[config.mk]
export PLATFORM = sky130hd
export DESIGN_NAME = spi_ctrl_regs
export DESIGN_NICKNAME = d
export VERILOG_FILES = /design/src/rtl/spi_reg_pkg.sv /design/src/rtl/spi_pin_sync.sv /design/src/rtl/spi_frame_ctrl.sv /design/src/rtl/spi_reg_bank.sv /design/src/rtl/spi_ctrl_regs.sv
export SDC_FILE = /design/constraint.sdc
export NUM_CORES = 1
export LEC_CHECK = 0
export ABC_AREA = 0
export BUFFER_PORTS_ARGS = -buffer_cell sky130_fd_sc_hd__buf_4
export CAP_MARGIN = 15
export CORE_MARGIN = 10
export CORE_UTILIZATION = 50
export DETAILED_ROUTE_END_ITERATION = 10
export HOLD_SLACK_MARGIN = 0.06
export PLACE_DENSITY_LB_ADDON = 0.2
export SLEW_MARGIN = 20
export SYNTH_ARGS = -nofsm -noshare
export SYNTH_HDL_FRONTEND = slang
export SYNTH_SLANG_ARGS = --single-unit
[constraint.sdc]
create_clock -name clk -period 3.1 [get_ports clk]
set_clock_uncertainty 0.2 [all_clocks]
set_input_delay 0.155 -clock clk [delete_from_list [all_inputs] [get_ports clk]]
set_output_delay 0.155 -clock clk [all_outputs]
set_load 0.1 [all_outputs]
[src/rtl/spi_reg_pkg.sv]
package spi_reg_pkg;
  localparam logic [7:0] OP_WRITE = 8'h02;
  localparam logic [7:0] OP_READ  = 8'h03;

  typedef enum logic [2:0] {
    PH_CMD,
    PH_ADDR,
    PH_WDATA,
    PH_RDATA,
    PH_SKIP,
    PH_DONE
  } phase_e;
endpackage

[src/rtl/spi_pin_sync.sv]
module spi_pin_sync #(
  parameter int STAGES = 2
) (
  input  logic clk,
  input  logic rst_n,
  input  logic cs_n,
  input  logic sck,
  input  logic si,
  output logic cs_idle,
  output logic sck_rise,
  output logic sck_fall,
  output logic si_s
);
  logic [STAGES-1:0] cs_pipe, sck_pipe, si_pipe;
  logic              sck_prev;

  always_ff @(posedge clk or negedge rst_n) begin
    if (!rst_n) begin
      cs_pipe  <= '1;
      sck_pipe <= '0;
      si_pipe  <= '0;
      sck_prev <= 1'b0;
    end else begin
      cs_pipe  <= {cs_pipe[STAGES-2:0], cs_n};
      sck_pipe <= {sck_pipe[STAGES-2:0], sck};
      si_pipe  <= {si_pipe[STAGES-2:0], si};
      sck_prev <= sck_pipe[STAGES-1];
    end
  end

  assign cs_idle  = cs_pipe[STAGES-1];
  assign si_s     = si_pipe[STAGES-1];
  assign sck_rise = sck_pipe[STAGES-1] & ~sck_prev;
  assign sck_fall = ~sck_pipe[STAGES-1] & sck_prev;
endmodule

[src/rtl/spi_frame_ctrl.sv]
module spi_frame_ctrl
  import spi_reg_pkg::*;
#(
  parameter int OPW  = 8,
  parameter int AW   = 8,
  parameter int DW   = 16,
  parameter int IDXW = 4
) (
  input  logic            clk,
  input  logic            rst_n,
  input  logic            cs_idle,
  input  logic            sck_rise,
  input  logic            sck_fall,
  input  logic            si_s,
  output logic [IDXW-1:0] rd_idx,
  input  logic [DW-1:0]   rd_data,
  output logic            wr_en,
  output logic [IDXW-1:0] wr_idx,
  output logic [DW-1:0]   wr_data,
  output logic            so_data,
  output logic            so_en
);
  localparam int FRAME = OPW + AW + DW;
  localparam int CNTW  = $clog2(FRAME + 1);

  phase_e          phase;
  logic [CNTW-1:0] cnt;
  logic [DW-1:0]   sh;
  logic [DW-1:0]   tx;
  logic [DW-1:0]   nxt;
  logic            is_rd;

  assign nxt    = {sh[DW-2:0], si_s};
  assign rd_idx = nxt[IDXW-1:0];

  always_ff @(posedge clk or negedge rst_n) begin
    if (!rst_n) begin
      phase   <= PH_CMD;
      cnt     <= '0;
      sh      <= '0;
      tx      <= '0;
      is_rd   <= 1'b0;
      wr_en   <= 1'b0;
      wr_idx  <= '0;
      wr_data <= '0;
      so_data <= 1'b0;
      so_en   <= 1'b0;
    end else if (cs_idle) begin
      phase <= PH_CMD;
      cnt   <= '0;
      is_rd <= 1'b0;
      wr_en <= 1'b0;
      so_en <= 1'b0;
    end else begin
      wr_en <= 1'b0;
      if (sck_rise) begin
        sh <= nxt;
        if (cnt != CNTW'(FRAME)) cnt <= cnt + 1'b1;
        case (phase)
          PH_CMD: if (cnt == CNTW'(OPW-1)) begin
            is_rd <= (nxt[7:0] == OP_READ);
            phase <= (nxt[7:0] == OP_WRITE || nxt[7:0] == OP_READ) ? PH_ADDR : PH_SKIP;
          end
          PH_ADDR: if (cnt == CNTW'(OPW+AW-1)) begin
            wr_idx <= nxt[IDXW-1:0];
            if (is_rd) begin
              tx    <= rd_data;
              phase <= PH_RDATA;
            end else begin
              phase <= PH_WDATA;
            end
          end
          PH_WDATA: if (cnt == CNTW'(FRAME-1)) begin
            wr_en   <= 1'b1;
            wr_data <= nxt;
            phase   <= PH_DONE;
          end
          PH_RDATA: if (cnt == CNTW'(FRAME-1)) phase <= PH_DONE;
          default: ;
        endcase
      end
      if (sck_fall) begin
        if (phase == PH_RDATA) begin
          so_en   <= 1'b1;
          so_data <= tx[DW-1];
          tx      <= {tx[DW-2:0], 1'b0};
        end else begin
          so_en <= 1'b0;
        end
      end
    end
  end

  // output enable only ever accompanies a read frame
  p_oe_read_only_r4: assert property (@(posedge clk) disable iff (!rst_n)
    so_en |-> is_rd);
  // a synchronized deselect turns the driver off on the next cycle
  p_oe_off_deselect_r6: assert property (@(posedge clk) disable iff (!rst_n)
    cs_idle |=> !so_en);
  // deselect restarts the bit count
  p_cnt_restart_r5: assert property (@(posedge clk) disable iff (!rst_n)
    cs_idle |=> (cnt == '0));
  // an ignored frame never produces a write strobe
  p_skip_no_write_r8: assert property (@(posedge clk) disable iff (!rst_n)
    (phase == PH_SKIP) |=> !wr_en);
  // serial output only moves right after a falling edge
  p_so_on_fall_r3: assert property (@(posedge clk) disable iff (!rst_n)
    !$stable(so_data) |-> $past(sck_fall));
endmodule

[src/rtl/spi_reg_bank.sv]
module spi_reg_bank #(
  parameter int NREG = 16,
  parameter int DW   = 16,
  parameter int IDXW = $clog2(NREG)
) (
  input  logic             clk,
  input  logic             rst_n,
  input  logic             wr_en,
  input  logic [IDXW-1:0]  wr_idx,
  input  logic [DW-1:0]    wr_data,
  input  logic [IDXW-1:0]  rd_idx,
  output logic [DW-1:0]    rd_data,
  output logic [NREG*DW-1:0] regs_flat
);
  logic [DW-1:0] regs [NREG];

  for (genvar g = 0; g < NREG; g++) begin : g_reg
    always_ff @(posedge clk or negedge rst_n) begin
      if (!rst_n)                               regs[g] <= '0;
      else if (wr_en && wr_idx == IDXW'(g))     regs[g] <= wr_data;
    end
    assign regs_flat[g*DW +: DW] = regs[g];
  end

  assign rd_data = regs[rd_idx];

  // without a write strobe, no register moves
  p_hold_without_write_r5: assert property (@(posedge clk) disable iff (!rst_n)
    !wr_en |=> $stable(regs_flat));
endmodule

[src/rtl/spi_ctrl_regs.sv]
module spi_ctrl_regs #(
  parameter int NREG = 16,
  parameter int DW   = 16,
  parameter int OPW  = 8,
  parameter int AW   = 8,
  parameter int SYNC = 2
) (
  input  logic               clk,
  input  logic               rst_n,
  input  logic               cs_n,
  input  logic               sck,
  input  logic               si,
  output logic               so_data,
  output logic               so_en,
  output logic [NREG*DW-1:0] regs_flat
);
  localparam int IDXW = $clog2(NREG);

  logic            cs_idle, sck_rise, sck_fall, si_s;
  logic            wr_en;
  logic [IDXW-1:0] wr_idx, rd_idx;
  logic [DW-1:0]   wr_data, rd_data;

  spi_pin_sync #(.STAGES(SYNC)) u_sync (
    .clk(clk), .rst_n(rst_n), .cs_n(cs_n), .sck(sck), .si(si),
    .cs_idle(cs_idle), .sck_rise(sck_rise), .sck_fall(sck_fall), .si_s(si_s)
  );

  spi_frame_ctrl #(.OPW(OPW), .AW(AW), .DW(DW), .IDXW(IDXW)) u_frame (
    .clk(clk), .rst_n(rst_n), .cs_idle(cs_idle), .sck_rise(sck_rise),
    .sck_fall(sck_fall), .si_s(si_s), .rd_idx(rd_idx), .rd_data(rd_data),
    .wr_en(wr_en), .wr_idx(wr_idx), .wr_data(wr_data),
    .so_data(so_data), .so_en(so_en)
  );

  spi_reg_bank #(.NREG(NREG), .DW(DW), .IDXW(IDXW)) u_bank (
    .clk(clk), .rst_n(rst_n), .wr_en(wr_en), .wr_idx(wr_idx),
    .wr_data(wr_data), .rd_idx(rd_idx), .rd_data(rd_data),
    .regs_flat(regs_flat)
  );

  // a write strobe only happens inside a selected frame
  p_write_while_selected_r2: assert property (@(posedge clk) disable iff (!rst_n)
    wr_en |-> $past(!cs_idle));
endmodule

# After elaboration in Yosys (flattened, before gate mapping)
# Index checks and enable logic that the tools add are counted.
# classes
n_addsub	1
magnitude_cmp	1
eq_ne	27
muxes	31
bitwise_logic	6
n_reduce_logical	33
# ops
cell	count
2-to-1 mux 16 bit	8
binary-select mux 16 bit (select 4 bit)	1
equality test 4 bit (second input constant)	8
2-to-1 mux 3 bit	6
2-to-1 mux 6 bit	3
equality test 4 x 3 -> 1 bit (second input constant)	4
equality test 8 x 2 -> 1 bit (second input constant)	2
logical AND 1 bit	16
2-to-1 mux 1 bit	12
nonzero test 2 bit	5
case mux 3 bit (3 select lines)	1
equality test 4 x 2 -> 1 bit (second input constant)	2
AND reduction 4 bit	2
adder 6 x 1 -> 6 bit (second input constant)	1
equality test 3 x 2 -> 1 bit (second input constant)	2
equality test 6 x 3 -> 1 bit (second input constant)	1
equality test 6 x 4 -> 1 bit (second input constant)	1
equality test 6 x 5 -> 1 bit (second input constant)	1
!= test 3 x 2 -> 1 bit (second input constant)	2
!= test 6 bit (second input constant)	1
AND reduction 3 bit	2
>= comparator 5 bit (second input constant)	1
NOT 4 -> 5 bit	1
AND reduction 5 bit	1
11 further kinds	15
# totals
reg_bits	327
input_bits	5
out_inout_bits	258
elab_cells	129

# Longest topological paths before layout
# logic_depth
depth_word	10
ltp_mapped	8
mapped_depth_nobuf	6

# Cells and area by module
# Synthesis repeated with hierarchy kept, for this count alone.
# hier_totals
hier_cells	933
area_unflattened_um2	14714.1
# by_module_without_submodules
module	n_inst	cells_per_inst	area_each_um2	seq_area_each_um2
spi_reg_bank	1	710	11623.6	6406.1
spi_frame_ctrl	1	214	2897.8	1601.5
spi_pin_sync	1	9	192.7	177.7

# Least setup slack after synthesis
# Ideal clock, no wire load.
# synth_timing
path_type	reg2reg
from	register u_bank.regs (netlist bit u_bank.regs_flat[255])
to	register u_frame.tx[15]
setup_time_ns	0.124
t_arrival_ns	2.021
required_ns	2.776
slack_ns	0.755
path_stages_with_launch	5
path_buffers	0
synth_period_minus_slack_ns	2.345
cell_sequence	dfrtp_1 mux4_2 mux2_2 a32o_1 a211o_1
# synth_between
elab_chain_len	9
# synth_rtl
item	line	source
start: declaration	spi_reg_bank.sv:15	logic [DW-1:0] regs [NREG];
start signal: indexed assignment	spi_reg_bank.sv:20	else if (wr_en && wr_idx == IDXW'(g)) regs[g] <= wr_data;
binary-select mux 16 bit (select 4 bit) (*)	spi_reg_bank.sv:25	assign rd_data = regs[rd_idx];
2-to-1 mux 16 bit (implied by the code) (*) (2 in series)	spi_reg_bank.sv:25	
2-to-1 mux 16 bit (*)	spi_frame_ctrl.sv:66	if (is_rd) begin
2-to-1 mux 16 bit (*)	spi_frame_ctrl.sv:64	PH_ADDR: if (cnt == CNTW'(OPW+AW-1)) begin
2-to-1 mux 16 bit (*)	spi_frame_ctrl.sv:59	case (phase)
2-to-1 mux 16 bit (*)	spi_frame_ctrl.sv:56	if (sck_rise) begin
2-to-1 mux 16 bit	spi_frame_ctrl.sv:83	if (phase == PH_RDATA) begin
2-to-1 mux 16 bit (*)	spi_frame_ctrl.sv:82	if (sck_fall) begin
end signal: assignment	spi_frame_ctrl.sv:67	tx <= rd_data;
end signal: assignment	spi_frame_ctrl.sv:86	tx <= {tx[DW-2:0], 1'b0};
end: declaration	spi_frame_ctrl.sv:29	logic [DW-1:0] tx;
# Every way passes the cells marked *; elsewhere a longest branch is shown, timed or not. The select of a mux whose other input is x is not followed.
# A chain may end at the register's enable or synchronous reset.

==> results by group <==
Logic synthesis
  – Post-Syn Area: 14700 sq um
  – #FFs+latches synth: 327
  – Post-synth ARST share: 1.00
  – Seq/Total Area, Yosys: 0.558
  – Ys Warns: 0
  – Syn nets: 952
  – Synth cell types: 51
  – Ys flop type: dfrtp_1
  – Avg Cell Area, Syn: 15.5 sq um
  – Post-synth EDFFs: 0
  – Post-synthesis cell count: 945

Placement
  – Gp weighted congestion: 0.859
  – DP HPWL: 28.7 mm
  – PortBufs: 262

Setup path
  – CP startpoint kind: flop
  – CP Max Fanout: 16
  – Setup CP Type: flop to flop
  – Arr. time, crit path: 3.01 ns
  – Crit path capture type: flop
  – Data required time of the worst path: 3.30 ns

Pwr
  – NetSw: 0.00218 W
  – Register share of total power: 0.478
  – Cell-internal power: 0.00721 W
  – Pwr per Cell Area: 510 nW/um^2
  – P_leak: 9.39 nW
  – Peak VDD IR: 361 uV
  – Clock network power share: 0.465
  – Gate power share: 0.057
  – Switching share of power: 0.232

Route
  – Drc violations: 0
  – Routed WL: 42.4 mm
  – Avg Vias per Cell: 5.86
  – Vias: 9501
  – DRT iter0 DRCs: 715
  – ANT nets after route: 0
  – Routed wire length per instance: 26.2 um
  – First-pass iteration count of the detailed router: 5

Clock tree
  – Clk sinks: 327
  – Post-cts sizing count: 0
  – TritonCTS clock tree: built
  – Post-CTS Setup Bufs: 0
  – Worst-skew pair later-pin latency: 0.53 ns
  – CTS buffer count: 36
  – CTS HTree Levels: 2
  – Clk root buf: clkbuf_16
  – CTS max path bufs: 3
  – # hold bufs at CTS: 5
  – Clock slew at reported path FFs: 0.06 ns

Cells and area
  – Area taken by multi-input logic gates: 6140 sq um
  – Ant diodes: 0
  – FILL cells: 2236
  – Register area: 8190 sq um
  – Area added between synthesis and finish: 25.6%
  – Share of cells above drive strength 1: 0.612
  – Net count, final: 1216

Timing
  – Hold slack: 0.0917 ns
  – Max Clk Rate: 355 MHz
  – Hold Vio Cnt, Final: 0
  – Slew HR: 0.302
  – Final setup fails: 0
  – Slew Limit Fails: 0
  – Final min period: 2.82 ns
  – Unrepaired setup endpoints after global routing: no
  – Worst-margin pin slew: 1.05 ns
  – Setup tns final: 0 ns
  – Final period util: 0.908

Die
  – I/O pin cnt: 263
  – Die area: 36600 sq um
  – Die Y: 191 um
  – Core ar.: 28900 sq um
  – Die Wd: 191 um
  – Rows: 62
  – Starting density of the core: 0.508

Global route
  – First-pass GRT wire length: 65.1 mm
  – Total Routing Usage GR: 0.232
  – GRT overflow: 0
  – Largest net degree at the start of global routing: 104
  – Initial antenna violation count: 0
  – Number of global-route vias before repair: 10300

Worst hold path
  – Worst hold path class: input port to asynchronous set/reset pin

Flow run
  – Max Cap Viol: 0

Status
  – Outcome: finished, final reports clean
==> worst paths after layout <==
check	cells after the start	to	slack, ns	startpoint
max reg2reg	4	u_frame.tx[10]	0.28	u_sync.cs_pipe[1]
min	3	u_frame.wr_idx[1]	0.09	rst_n
max	4	u_frame.tx[10]	0.28	u_sync.cs_pipe[1]
min reg2reg	0	u_sync.cs_pipe[1]	0.17	u_sync.cs_pipe[0]
max in group asynchronous	3	u_frame.tx[10]	2.09	rst_n
min in group clk	2	u_sync.sck_pipe[0]	0.10	sck
==> per-layer routing <==
layer / wire (um) / track usage / vias to the layer above / part of all wire
met4: 694 / 0.0556 / 0 / 0.016
met1: 17900 / 0.308 / 5047 / 0.42
met3: 3090 / 0.0569 / 49 / 0.073
li1: - / - / 4103 / -
met5: 0 / 0 / - / 0
met2: 20700 / 0.378 / 302 / 0.49
==> per-stage QoR <==
step	setup slack, ns	instances	util	total power, W	area, sq um
finish	0.284	1621	0.638	0.00939	18400
floorplan	0.755	945	-	0.00486	14700
detailed placement	0.370	1550	0.594	0.00510	17100
CTS	0.334	1621	0.638	0.00946	18400
global route	0.0791	1621	0.638	0.00969	18400
global placement	0.486	1550	0.594	0.00509	17100
==> registers in the layout (all words and copies together), names as in the netlist, 2 cells and up <==
name,count
u_sync.cs_pipe,2
u_sync.si_pipe,2
u_frame.wr_data,16
u_bank.regs_flat,256
u_frame.tx,16
u_frame.phase,3
u_frame.cnt,6
u_sync.sck_pipe,2
u_frame.sh,15
u_frame.wr_idx,4
==> worst max-delay path, cell delays in order (launching register included) <==
cell,delay [ns]
dfstp_2,0.44
nor3b_1,0.47
nand4_1,0.81
and3_1,0.51
a211o_1,0.27
==> logic make-up after synthesis <==
group / after synthesis / share of synthesized area
flops: 327 / 0.558
compound gates: 56 / 0.0303
fa+ha+maj: 2 / 0.00171
buf+inv: 81 / 0.0246
mux: 386 / 0.345
simple gates: 93 / 0.0398
==> placed cells by master, fill, tap and decap left out, types with 4 or more instances in the layout <==
| cell | count |
|---|---|
| dfrtp_1 | 322 |
| clkinv_2 | 6 |
| dlygate4sd3_1 | 4 |
| inv_1 | 10 |
| nand2_1 | 14 |
| a21oi_1 | 6 |
| a211o_1 | 14 |
| nand3_1 | 10 |
| mux4_2 | 64 |
| clkbuf_8 | 11 |
| clkbuf_16 | 37 |
| buf_4 | 285 |
| mux2_2 | 319 |
| o21ai_0 | 10 |
| a32o_1 | 14 |
| nor2_2 | 9 |
| and3_1 | 15 |
| clkbuf_1 | 7 |
| nor2_1 | 6 |
| or3_1 | 5 |
| buf_12 | 6 |
==> cell usage after synthesis (3+ instances only) <==
| library cell | count | area (sq um) |
|---|---|---|
| nand2_1 | 14 | 52.6 |
| a21oi_1 | 6 | 30.0 |
| mux2i_1 | 3 | 30.0 |
| and3_1 | 15 | 93.8 |
| nand3b_1 | 3 | 22.5 |
| a32o_1 | 14 | 140 |
| buf_1 | 7 | 26.3 |
| nand3_1 | 10 | 50.1 |
| nor2b_1 | 3 | 18.8 |
| a211o_1 | 14 | 123 |
| nor3b_1 | 3 | 22.5 |
| mux4_2 | 64 | 1440 |
| dfrtp_1 | 325 | 8130 |
| o21ai_0 | 10 | 50.1 |
| buf_6 | 5 | 56.3 |
| or3_1 | 5 | 31.3 |
| mux2_2 | 319 | 3590 |
| nor2_1 | 15 | 56.3 |
| nand2b_1 | 3 | 18.8 |
| inv_1 | 10 | 37.5 |
| clkbuf_1 | 48 | 180 |
| buf_2 | 9 | 45.0 |
==> final cells by class <==
class | instances | area share
flip-flops and latches | 327 | 0.445
multi-input cells | 537 | 0.333
repair buffers | 297 | 0.127
clock buffers | 55 | 0.0599
well taps | 384 | 0.0261
clock inverters | 11 | 0.00625
inverters | 10 | 0.00204
==> power by group through the flow <==
stage | clock [W] | combinational (W) | sequential [W]
finish | 0.00437 | 0.000535 | 0.00448
global route | 0.00462 | 0.000582 | 0.00450
CTS | 0.00443 | 0.000544 | 0.00449
detailed placement | 0 | 0.000535 | 0.00456
global placement | 0 | 0.000530 | 0.00456
floorplan | 0 | 0.000435 | 0.00443
No activity file was read; power rests on OpenSTA's default activity.
